`src/rtl/bcd_display_decoder.sv`:
```
module segdigit_unit (
  input  logic [3:0] code,
  input  logic       blank_n,
  input  logic       lamp_test_n,
  input  logic       ripple_in_n,
  output logic [6:0] seg_n,
  output logic       ripple_out_n
);
  logic [6:0] glyph;
  logic       zero_kill;

  always_comb begin
    case (code)
      4'd0:    glyph = 7'b0111111;
      4'd1:    glyph = 7'b0000110;
      4'd2:    glyph = 7'b1011011;
      4'd3:    glyph = 7'b1001111;
      4'd4:    glyph = 7'b1100110;
      4'd5:    glyph = 7'b1101101;
      4'd6:    glyph = 7'b1111101;
      4'd7:    glyph = 7'b0000111;
      4'd8:    glyph = 7'b1111111;
      4'd9:    glyph = 7'b1101111;
      default: glyph = 7'b0000000;
    endcase
  end

  assign zero_kill    = !ripple_in_n && (code == 4'd0);
  assign ripple_out_n = !(blank_n && lamp_test_n && zero_kill);

  always_comb begin
    if (!blank_n)          seg_n = '1;
    else if (!lamp_test_n) seg_n = '0;
    else if (zero_kill)    seg_n = '1;
    else                   seg_n = ~glyph;
  end
endmodule

module bcd_display_decoder #(
  parameter int DIGITS = 4
) (
  input  logic [4*DIGITS-1:0] bcd_in,
  input  logic [DIGITS-1:0]   blank_n,
  input  logic                lamp_test_n,
  input  logic                ripple_in_n,
  output logic [7*DIGITS-1:0] seg_n,
  output logic [DIGITS-1:0]   ripple_out_n
);
  logic [DIGITS-1:0] rb_in;

  for (genvar i = 0; i < DIGITS; i++) begin : g_digit
    if (i == 0) begin : g_lsd
      assign rb_in[i] = 1'b1;
    end else if (i == DIGITS-1) begin : g_msd
      assign rb_in[i] = ripple_in_n;
    end else begin : g_mid
      assign rb_in[i] = ripple_out_n[i+1];
    end

    segdigit_unit u_digit (
      .code        (bcd_in[4*i +: 4]),
      .blank_n     (blank_n[i]),
      .lamp_test_n (lamp_test_n),
      .ripple_in_n (rb_in[i]),
      .seg_n       (seg_n[7*i +: 7]),
      .ripple_out_n(ripple_out_n[i])
    );
  end
endmodule

```
`config.mk`:
```
export PLATFORM = sky130hd
export DESIGN_NAME = bcd_display_decoder
export DESIGN_NICKNAME = d
export VERILOG_FILES = /design/src/rtl/bcd_display_decoder.sv
export SDC_FILE = /design/constraint.sdc
export NUM_CORES = 1
export LEC_CHECK = 0
export BUFFER_PORTS_ARGS = -buffer_cell sky130_fd_sc_hd__buf_2
export CELL_PAD_IN_SITES_DETAIL_PLACEMENT = 0
export CELL_PAD_IN_SITES_GLOBAL_PLACEMENT = 2
export CORE_ASPECT_RATIO = 2
export CORE_MARGIN = 4
export CORE_UTILIZATION = 20
export DETAILED_ROUTE_END_ITERATION = 8
export PLACE_DENSITY = 0.89
export SETUP_SLACK_MARGIN = 0.2
export SLEW_MARGIN = 40
export SYNTH_ARGS = -nofsm -noshare
export SYNTH_HDL_FRONTEND = slang
export SYNTH_SLANG_ARGS = --single-unit
```
`constraint.sdc`:
```
create_clock -name vclk -period 2.2
set_clock_uncertainty 0.2 [all_clocks]
set_input_delay 0.33 -clock vclk [all_inputs]
set_output_delay 0.33 -clock vclk [all_outputs]
set_load 0.005 [all_outputs]
```
# --- Word level (Yosys, flattened, before mapping) ---
# Memories as Yosys holds them, arrays and structs flattened.
# Index checks and enable logic that the tools add are counted.
word_totals:
  regBits: 0
  mem_bits_ro: 448
  inputBits: 22
  elab_cells: 35
  n_memories: 4
op_classes:
  muxes: 11
  bitwise: 4
  reduce_logical: 16
memory_table:
  columns: ["memory", "depth", "width", "rd", "rd_clocked_by_memory_dff", "wr", "line_no", "text"]
  rows:
  - ["(no name shown)", 16, 7, 1, 0, 0, "13", "case (code)"]
  - ["(no name shown)", 16, 7, 1, 0, 0, "13", null]
  - ["(no name shown)", 16, 7, 1, 0, 0, "13", null]
  - ["(no name shown)", 16, 7, 1, 0, 0, "13", null]
op_table:
  columns: ["cell", "n"]
  rows:
  - ["$mux W7", 11]
  - ["$not A7 Y7", 4]
  - ["$logic_not A4 Y1", 3]
  - ["$logic_and A1 B1 Y1", 9]
  - ["$logic_not A1 Y1", 4]

# --- Logic depth before layout (Yosys ltp) ---
# Gate-level depths: netlist of run 1.
depth:
  ltp_word: 9
  ltp_mapped: 7

# --- By module ---
# Synthesis of run 1 repeated with hierarchy kept, for this count alone.
unflattened:
  cells_unflattened: 150
  hier_area_um2: 1142.3
modules_own_cells:
  columns: ["module", "instances", "cells_each", "area_per_inst_um2", "seq_area_each_um2"]
  rows:
  - ["segdigit_unit at g_digit[1].u_digit ...", 3, 38, 282.8, 0.0]
  - ["segdigit_unit at g_digit[0].u_digit", 1, 35, 290.3, 0.0]
  - ["bcd_display_decoder", 1, 1, 3.8, 0.0]

# --- Worst setup path before layout of run 1 ---
# OpenSTA, ideal clock, no wires.
synth_timing:
  path_type: "input to output"
  from: "input port bcd_in[12]"
  to: "output port ripple_out_n[1]"
  arrival_ns: 1.903
  required_ns: 1.670
  path_slack_ns: -0.233
  path_stages: 7
  n_path_buf: 1
  path_cell_list: "inv_1 ha_1 or4b_4 nor4_4 nand4_1 or2_1 buf_4"
synth_between:
  elab_chain_cells: 8
synth_lines:
  columns: ["item", "line_no", "text"]
  rows:
  - ["start: declaration", "42", "input logic [4*DIGITS-1:0] bcd_in,"]
  - ["$logic_not A4 Y1", "28", "assign zero_kill = !ripple_in_n && (code == 4'd0);"]
  - ["$logic_and A1 B1 Y1", "28", null]
  - ["$logic_and A1 B1 Y1", "29", "assign ripple_out_n = !(blank_n && lamp_test_n && zero_kill);"]
  - ["$logic_and A1 B1 Y1", "28", null]
  - ["$logic_and A1 B1 Y1", "29", null]
  - ["$logic_and A1 B1 Y1", "28", null]
  - ["$logic_and A1 B1 Y1", "29", null]
  - ["$logic_not A1 Y1", "29", null]
  - ["end: declaration", "47", "output logic [DIGITS-1:0] ripple_out_n"]
# Every way passes these cells.

# --- Worst setup path in the final report of run 1 ---
layout_timing:
  from: "input port bcd_in[13]"
  to: "output port ripple_out_n[1]"
# The elaborated chain is that of the path after synthesis.

==> impl_metrics.csv, run 1 <==
group,metric,value,unit
setup_path,critPathTopFamily,"simple AND/OR/NAND/NOR gates",
power_and_ir_drop,power.leakage,0.0007730,uW
final_layout,area_growth,63.15,%
power_and_ir_drop,p_seq_share,0,%
synthesis,ys_warn_count,0,
power_and_ir_drop,internal_power,121.7,uW
sta,fin_setup_tns,-2156,ps
synthesis,syn_inst,154,
placement,placed_cells,269,
detailed_routing,wl_met3,192,microns
global_routing,grt_use_total,9.794,%
final_layout,finalNonFillerCells,277,
setup_path,cpPeakStageDelay,480,ps
setup_path,crit_path_top_delay_cell,"or4b_4",
synthesis,ys_types,26,
floorplanning,core,4642,sq um
sta,final-hold-violation-count,0,
final_layout,drive_gt1_share,43.69,%
sta,finalWorstPathRequiredPeriod,2411,ps
power_and_ir_drop,vdd_drop_max,0.00005453,V
sta,rsz0062_at_grt,"yes",
synthesis,avgSynthCellArea,6.240,sq um
detailed_routing,ant_nets,0,
detailed_routing,drcViolationCount,0,
final_layout,fin_nets,267,
sta,finalSetupViolCount,17,
detailed_routing,firstDrtPassIters,3,
final_layout,final-seq-area,0,sq um
power_and_ir_drop,netSwitchingPower,132.6,uW
global_routing,globalRouteOverflowTotal,0,
floorplanning,rows,35,
sta,max_freq,0.4147,GHz
placement,dpl.hpwl,2.662,mm
placement,placed_cell_area,1410,sq um
floorplanning,ios,54,
final_layout,clock_buffers,0,
setup_path,cp_cell_sequence,"buf_12 -> inv_16 -> ha_4 -> or4b_4 -> nor4_4 -> nand4_1 -> or2_1 -> buf_2",
global_routing,grt_max_degree,12,
placement,routabilityCongestion,0.7391,
detailed_routing,dr_total_vias,1239,
detailed_routing,wl_met2,1.770,mm
setup_path,cp.arrival,1880,ps
min_path,hold_class,"input pin to primary output",
floorplanning,start_util,20.70,%
detailed_routing,drt-met1-wl,1.134,mm
power_and_ir_drop,cellPowerDensity,162.2,nW/um^2
sta,drv_slew,0,
floorplanning,die_x,57.02,microns
sta,post-route-period-util,109.6,%
final_layout,diodes,0,
placement,io_buffers,53,
setup_path,required,1670,ps
setup_path,cp_max_fo,3,
global_routing,grt_antenna_before_repair,0,
power_and_ir_drop,p_clk_share,0,%
synthesis,synth_area,960.9,sq um
detailed_routing,wl_per_cell,11.18,microns
outcome,violations,"setup timing",
synthesis,ys_seq_area_share,0,%
detailed_routing,wl,3.096,mm
global_routing,grt_pass1_vias,1232,
setup_path,cp_num_buf_inv,3,
global_routing,grt_pass1_wl,5.133,mm
power_and_ir_drop,p_sw_share,52.14,%
setup_path,cp-start-kind,"input pin",
detailed_routing,viasPerCell,4.473,
final_layout,nFlopsAndLatches,0,
floorplanning,dieArea,6045,sq um
floorplanning,fp.dieH,106.0,microns
sta,fin_ws,-211.2,ps
synthesis,syn_nets,197,
outcome,status,"finished with violations",
final_layout,fin_area,1568,sq um
detailed_routing,highest-signal-layer,"met3",
detailed_routing,drt_iter0_markers,15,
setup_path,endpoint_kind,"primary output",
setup_path,critPathKind,"input pin to primary output",
power_and_ir_drop,p_total,254.2,uW
sta,hold_slack,742.7,ps
power_and_ir_drop,combPwrFrac,100.0,%
flow_run,max_cap_violations,0,
## synth_stat cells
library cell	n	area (sq um)
a211oi_1	1	7.510
a21boi_0	1	7.510
a21oi_1	17	85.08
a22oi_1	1	7.510
a41oi_1	2	17.52
buf_2	1	5.000
buf_4	4	30.03
clkbuf_1	4	15.01
clkbuf_2	1	5.000
conb_1	1	3.750
ha_1	21	262.8
inv_1	13	48.80
nand2_1	21	78.83
nand2b_1	12	75.07
nand3_1	8	40.04
nand4_1	1	6.260
nor2_1	7	26.28
nor2b_1	4	25.02
nor4_4	1	21.27
nor4b_1	1	8.760
o211ai_1	4	30.03
o21ai_0	23	115.1
or2_1	1	6.260
or2_2	2	12.51
or3_1	1	6.260
or4b_4	1	13.76
## final cells by class
type,instances,area (sq um)
inverters,13,72.57
repair buffers,78,489.2
multi-input cells,131,937.1
fillers,540,3074
well taps,55,68.82
## worst paths after layout
path	endpoint	cells after the start	slack, ps	start
worst min-delay path	seg_n[11]	3	740	blank_n[1]
worst max-delay path	ripple_out_n[1]	8	-210	bcd_in[13]
## per-layer routing
layer	GRT usage [%]	vias to the layer above
met1	10.20	550
met4	0	0
met3	0.7290	0
li1	-	655
met2	21.11	34
met5	0	-
## cell usage in the layout, fill, tap and decap left out, types with 3 or more instances in the layout
master     n
ha_1      20
o21ai_0   12
buf_2     51
o21ai_1    8
nand3_1    6
buf_4     22
a21oi_1   17
nand2b_1  12
o211ai_1   4
nand2_1   20
nor2_1     7
inv_1     11
nor2b_1    4
o21ai_2    3
buf_6      3
## cells by family (layout without fill, tap and decap cells)
kind of cell,after synthesis,after routing,share of synthesized area (%)
AOI/OAI and AO/OA,49,49,28.13
adders and majority gates,21,21,27.34
buffers and inverters,23,91,10.81
other,1,1,0.3903
and+or+nand+nor,60,60,33.33
## what timing repair did
action	4_1_cts	5_1_grt
pin swaps	11	7
setup buffers	5	3
endpoints found under the setup margin	22	25
hold buffers	0	0
resized for setup	23	11
hold endpoints to repair	0	0
## stage by stage
step | worst slack, ps | utilization (%)
3_5_place_dp | -374.3 | 30.38
3_3_place_gp | -334.0 | 30.38
6_report | -211.2 | 33.77
5_1_grt | -314.7 | 33.77
2_1_floorplan | -90.15 | -
4_1_cts | -219.8 | 32.86
## power by group through the flow
stage / sequential, uW / clock [uW] / combinational (uW)
floorplan: 0 / 0 / 118
global placement: 0 / 0 / 230
detailed placement: 0 / 0 / 231
CTS: 0 / 0 / 249
global route: 0 / 0 / 286
finish: 0 / 0 / 254
No activity file was read; power rests on OpenSTA's default activity.
==> inputs of run 2 (changes only) <==
- CORE_UTILIZATION: 20 -> 24
- PLACE_DENSITY: 0.89 -> 0.95
- clock period: 2.2 -> 3.01 ns (I/O delays scaled with it)
==> impl_metrics.csv, run 2 (synthesized netlist as in run 1, its figures left out) <==
group,metric,value,unit
floorplanning,dieArea,5141,sq um
detailed_routing,drcViolationCount,0,
detailed_routing,dr_total_vias,1172,
sta,slew_headroom,59.87,%
global_routing,grt_pass1_wl,4.402,mm
detailed_routing,drt_iter0_markers,18,
final_layout,final-seq-area,0,sq um
final_layout,clock_buffers,0,
setup_path,required,2360,ps
detailed_routing,ant_nets,0,
sta,worst_pin_slew,596.6,ps
setup_path,endpoint_kind,"primary output",
sta,finalSetupViolCount,0,
min_path,hold_class,"input pin to primary output",
final_layout,postLayoutCoreUtil,34.34,%
flow_run,max_cap_violations,0,
floorplanning,fp.dieH,97.49,microns
final_layout,diodes,0,
final_layout,final_common_cell,"buf_2",
global_routing,grt_use_total,10.31,%
sta,finalWorstPathRequiredPeriod,2757,ps
sta,post-route-period-util,91.59,%
sta,rsz0062_at_grt,"yes",
final_layout,final_cell_mix,"buf_2, o21ai_0, nand2_1",
detailed_routing,wl_per_cell,10.83,microns
detailed_routing,wl,2.729,mm
setup_path,critPathKind,"input pin to primary output",
global_routing,grt_max_degree,18,
detailed_routing,viasPerCell,4.651,
cts,ctsHoldBuffers,0,
placement,dpl.hpwl,2.389,mm
detailed_routing,firstDrtPassIters,4,
min_path,holdPathStages,3,
power_and_ir_drop,cellPowerDensity,117.5,nW/um^2
final_layout,area_growth,37.37,%
outcome,status,"finished clean",
placement,routabilityCongestion,0.7912,
min_path,hold_end,"seg_n[11]",
setup_path,cp.arrival,2110,ps
floorplanning,ios,54,
sta,drv_slew,0,
floorplanning,core,3844,sq um
setup_path,cp_max_fo,3,
final_layout,nFlopsAndLatches,0,
power_and_ir_drop,vdd_drop_max,0.00004264,V
floorplanning,rows,32,
global_routing,grt_antenna_before_repair,0,
final_layout,fin_nets,246,
power_and_ir_drop,power.leakage,0.0006469,uW
global_routing,grt_pass1_vias,1057,
setup_path,cp-start-kind,"input pin",
sta,fin_setup_tns,0,ps
floorplanning,die_x,52.74,microns
min_path,min-delay-start,"blank_n[1]",
sta,max_freq,0.3627,GHz
final_layout,drive_gt1_share,32.84,%
floorplanning,start_util,25.00,%
sta,final-hold-violation-count,0,
global_routing,globalRouteOverflowTotal,0,
placement,io_buffers,53,
run 2: changes by cell type in the layout (fill, tap and decap cells not counted), moves of 2 or more:
cell,previous run,this run
o21ai_0,12,23
buf_6,3,0
nand3_2,2,0
o21ai_1,8,0
o21ai_2,3,0
nand3_1,6,8
buf_4,22,4
run 2: how the worst max path moves through the flow:
stage	start	to	slack, ps
floorplan	bcd_in[12]	ripple_out_n[1]	330
global route	bcd_in[12]	ripple_out_n[1]	140
detailed placement	bcd_in[12]	seg_n[10]	80
global placement	bcd_in[12]	ripple_out_n[1]	130
finish	bcd_in[12]	ripple_out_n[1]	250
CTS	bcd_in[13]	ripple_out_n[1]	210
run 2: critical path, stage by stage:
cell,delay [ps]
buf_8,110
inv_6,50
ha_4,120
or4b_4,470
nor4_4,340
nand4_1,200
or2_1,240
buf_2,120
run 2: cell type report:
type	instances	area, sq um
tap	51	63.81
multi-input combinational	131	884.6
fill	479	2524
inverter	13	56.30
timing repair buffer	57	315.3
run 2: what timing repair did:
item                                    4_1_cts  5_1_grt
buffers inserted                              3        0
cloned                                        0        0
gates resized for setup                       6        9
pin swaps                                     4        5
endpoints found under the setup margin        7       13
run 2: per-layer routing:
metal	up-vias	track usage, %	wire length, microns
met3	0	0.7680	154
met5	-	0	0
met1	527	9.630	933
met2	29	22.41	1641
met4	0	0.7874	0
li1	616	-	-
run 2: through the flow:
| step | hold WS (ps) | cell area [sq um] | total power (uW) | worst slack [ps] | std cells |
|---|---|---|---|---|---|
| floorplan | 744.0 | 960.9 | 82.10 | 334.4 | 154 |
| global placement | 973.0 | 1242 | 146.4 | 134.8 | 249 |
| detailed placement | 974.5 | 1242 | 147.0 | 77.96 | 249 |
| CTS | 982.1 | 1292 | 154.2 | 205.2 | 252 |
| global route | 1007 | 1320 | 178.2 | 137.0 | 252 |
| finish | 977.6 | 1320 | 155.1 | 253.1 | 252 |
run 2: report_power, final:
group	switching [uW]	internal [uW]	total, uW
Combinational	85.9	69.2	155
Sequential	0	0	0
Clock	0	0	0
Total	85.9	69.2	155
==> inputs of run 3 (changes only) <==
- PLACE_DENSITY: 0.95 -> not set
- PLACE_DENSITY_LB_ADDON: not set -> 0.08
==> impl_metrics.csv, run 3 (synthesized netlist as in run 1, its figures left out) <==
group,metric,value,unit
outcome,status,"finished clean",
detailed_routing,dr_total_vias,1189,
setup_path,cp_max_fo,4,
global_routing,grt_pass1_vias,1096,
global_routing,grt_use_total,11.02,%
final_layout,final_common_cell,"buf_2",
detailed_routing,wl_per_cell,11.22,microns
sta,drv_slew,0,
floorplanning,ios,54,
floorplanning,die_x,52.74,microns
final_layout,finalNonFillerCells,255,
floorplanning,core,3844,sq um
final_layout,final_cell_mix,"buf_2, o21ai_0, nand2_1",
detailed_routing,viasPerCell,4.663,
power_and_ir_drop,power.leakage,0.0006633,uW
detailed_routing,highest-signal-layer,"met3",
sta,final-hold-violation-count,0,
setup_path,cp.arrival,2100,ps
global_routing,grt_pass1_wl,4.802,mm
placement,routabilityCongestion,0.7407,
placement,preCtsSetupSlack,62.86,ps
setup_path,cp-start-kind,"input pin",
detailed_routing,firstDrtPassIters,4,
floorplanning,dieArea,5141,sq um
sta,fin_ws,257.0,ps
global_routing,grt_antenna_before_repair,0,
setup_path,required,2360,ps
sta,finalSetupViolCount,0,
sta,fin_setup_tns,0,ps
placement,placed_cells,251,
sta,max_freq,0.3632,GHz
detailed_routing,wl,2.861,mm
placement,dpl.hpwl,2.467,mm
final_layout,clock_buffers,0,
detailed_routing,drt-met1-wl,1.116,mm
sta,rsz0062_at_grt,"yes",
flow_run,max_cap_violations,0,
floorplanning,rows,32,
global_routing,grt_max_degree,11,
floorplanning,start_util,25.00,%
final_layout,fin_nets,249,
detailed_routing,wl_met2,1.555,mm
sta,slew_headroom,60.44,%
min_path,hold_class,"input pin to primary output",
final_layout,diodes,0,
final_layout,drive_gt1_share,34.31,%
sta,post-route-period-util,91.46,%
detailed_routing,wl_met3,189,microns
setup_path,critPathKind,"input pin to primary output",
power_and_ir_drop,vdd_drop_max,0.00003663,V
final_layout,final-seq-area,0,sq um
sta,worst_pin_slew,588.2,ps
detailed_routing,ant_nets,0,
sta,finalWorstPathRequiredPeriod,2753,ps
power_and_ir_drop,cellPowerDensity,116.9,nW/um^2
final_layout,area_growth,40.10,%
detailed_routing,drt_iter0_markers,15,
setup_path,endpoint_kind,"primary output",
final_layout,nFlopsAndLatches,0,
floorplanning,fp.dieH,97.49,microns
placement,io_buffers,53,
cts,ctsHoldBuffers,0,
global_routing,globalRouteOverflowTotal,0,
detailed_routing,drcViolationCount,0,
[run 3: cell types whose count changed in the layout (fill, tap and decap cells not counted), sizes merged]
cell  before  now
buf       57   60
[run 3: cell type report]
cell class | count | area [sq um]
fill | 463 | 2497
multi-input combinational | 131 | 888.4
timing repair buffer | 60 | 337.8
tap | 51 | 63.81
inverter | 13 | 56.30
[run 3: timing repair]
action	4_1_cts	5_1_grt
setup endpoints to repair	9	12
endpoints found under the hold margin	0	0
setup buffers	2	2
pin swaps	3	5
resized for setup	4	12
[run 3: final timing paths]
check / startpoint / to / slack, ps / cells past startpoint
setup / recovery: bcd_in[13] / ripple_out_n[1] / 260 / 8
hold / removal: blank_n[1] / seg_n[11] / 970 / 3
[run 3: power breakdown]
group / total (uW) / internal (uW) / switching [uW] / leakage [uW]
clock: 0 / 0 / 0 / 0
sequential: 0 / 0 / 0 / 0
combinational: 157 / 71.0 / 86.4 / 0.000663
total: 157 / 71.0 / 86.4 / 0.000663
[run 3: through the flow]
stage          cell area, sq um  utilization [%]  total power (uW)  hold WS (ps)
2_1_floorplan             960.9                -             82.10         744.0
3_3_place_gp               1257            32.71             149.1         978.1
3_5_place_dp               1257            32.71             150.0         976.8
4_1_cts                    1285            33.43             153.0         977.2
5_1_grt                    1346            35.03             182.3         981.8
6_report                   1346            35.03             157.4         966.3
[run 3: critical path, stage by stage]
cell and delay (ps):
buf_8 110, inv_6 50, ha_4 130, or4b_4 470
nor4_4 360, nand4_1 180, or2_1 230, buf_2 120
[run 3: metal layers]
layer,vias to the layer above,track usage (%)
li1,621,-
met1,528,13.15
met2,40,21.65
met3,0,0.4608
met4,0,0
met5,-,0
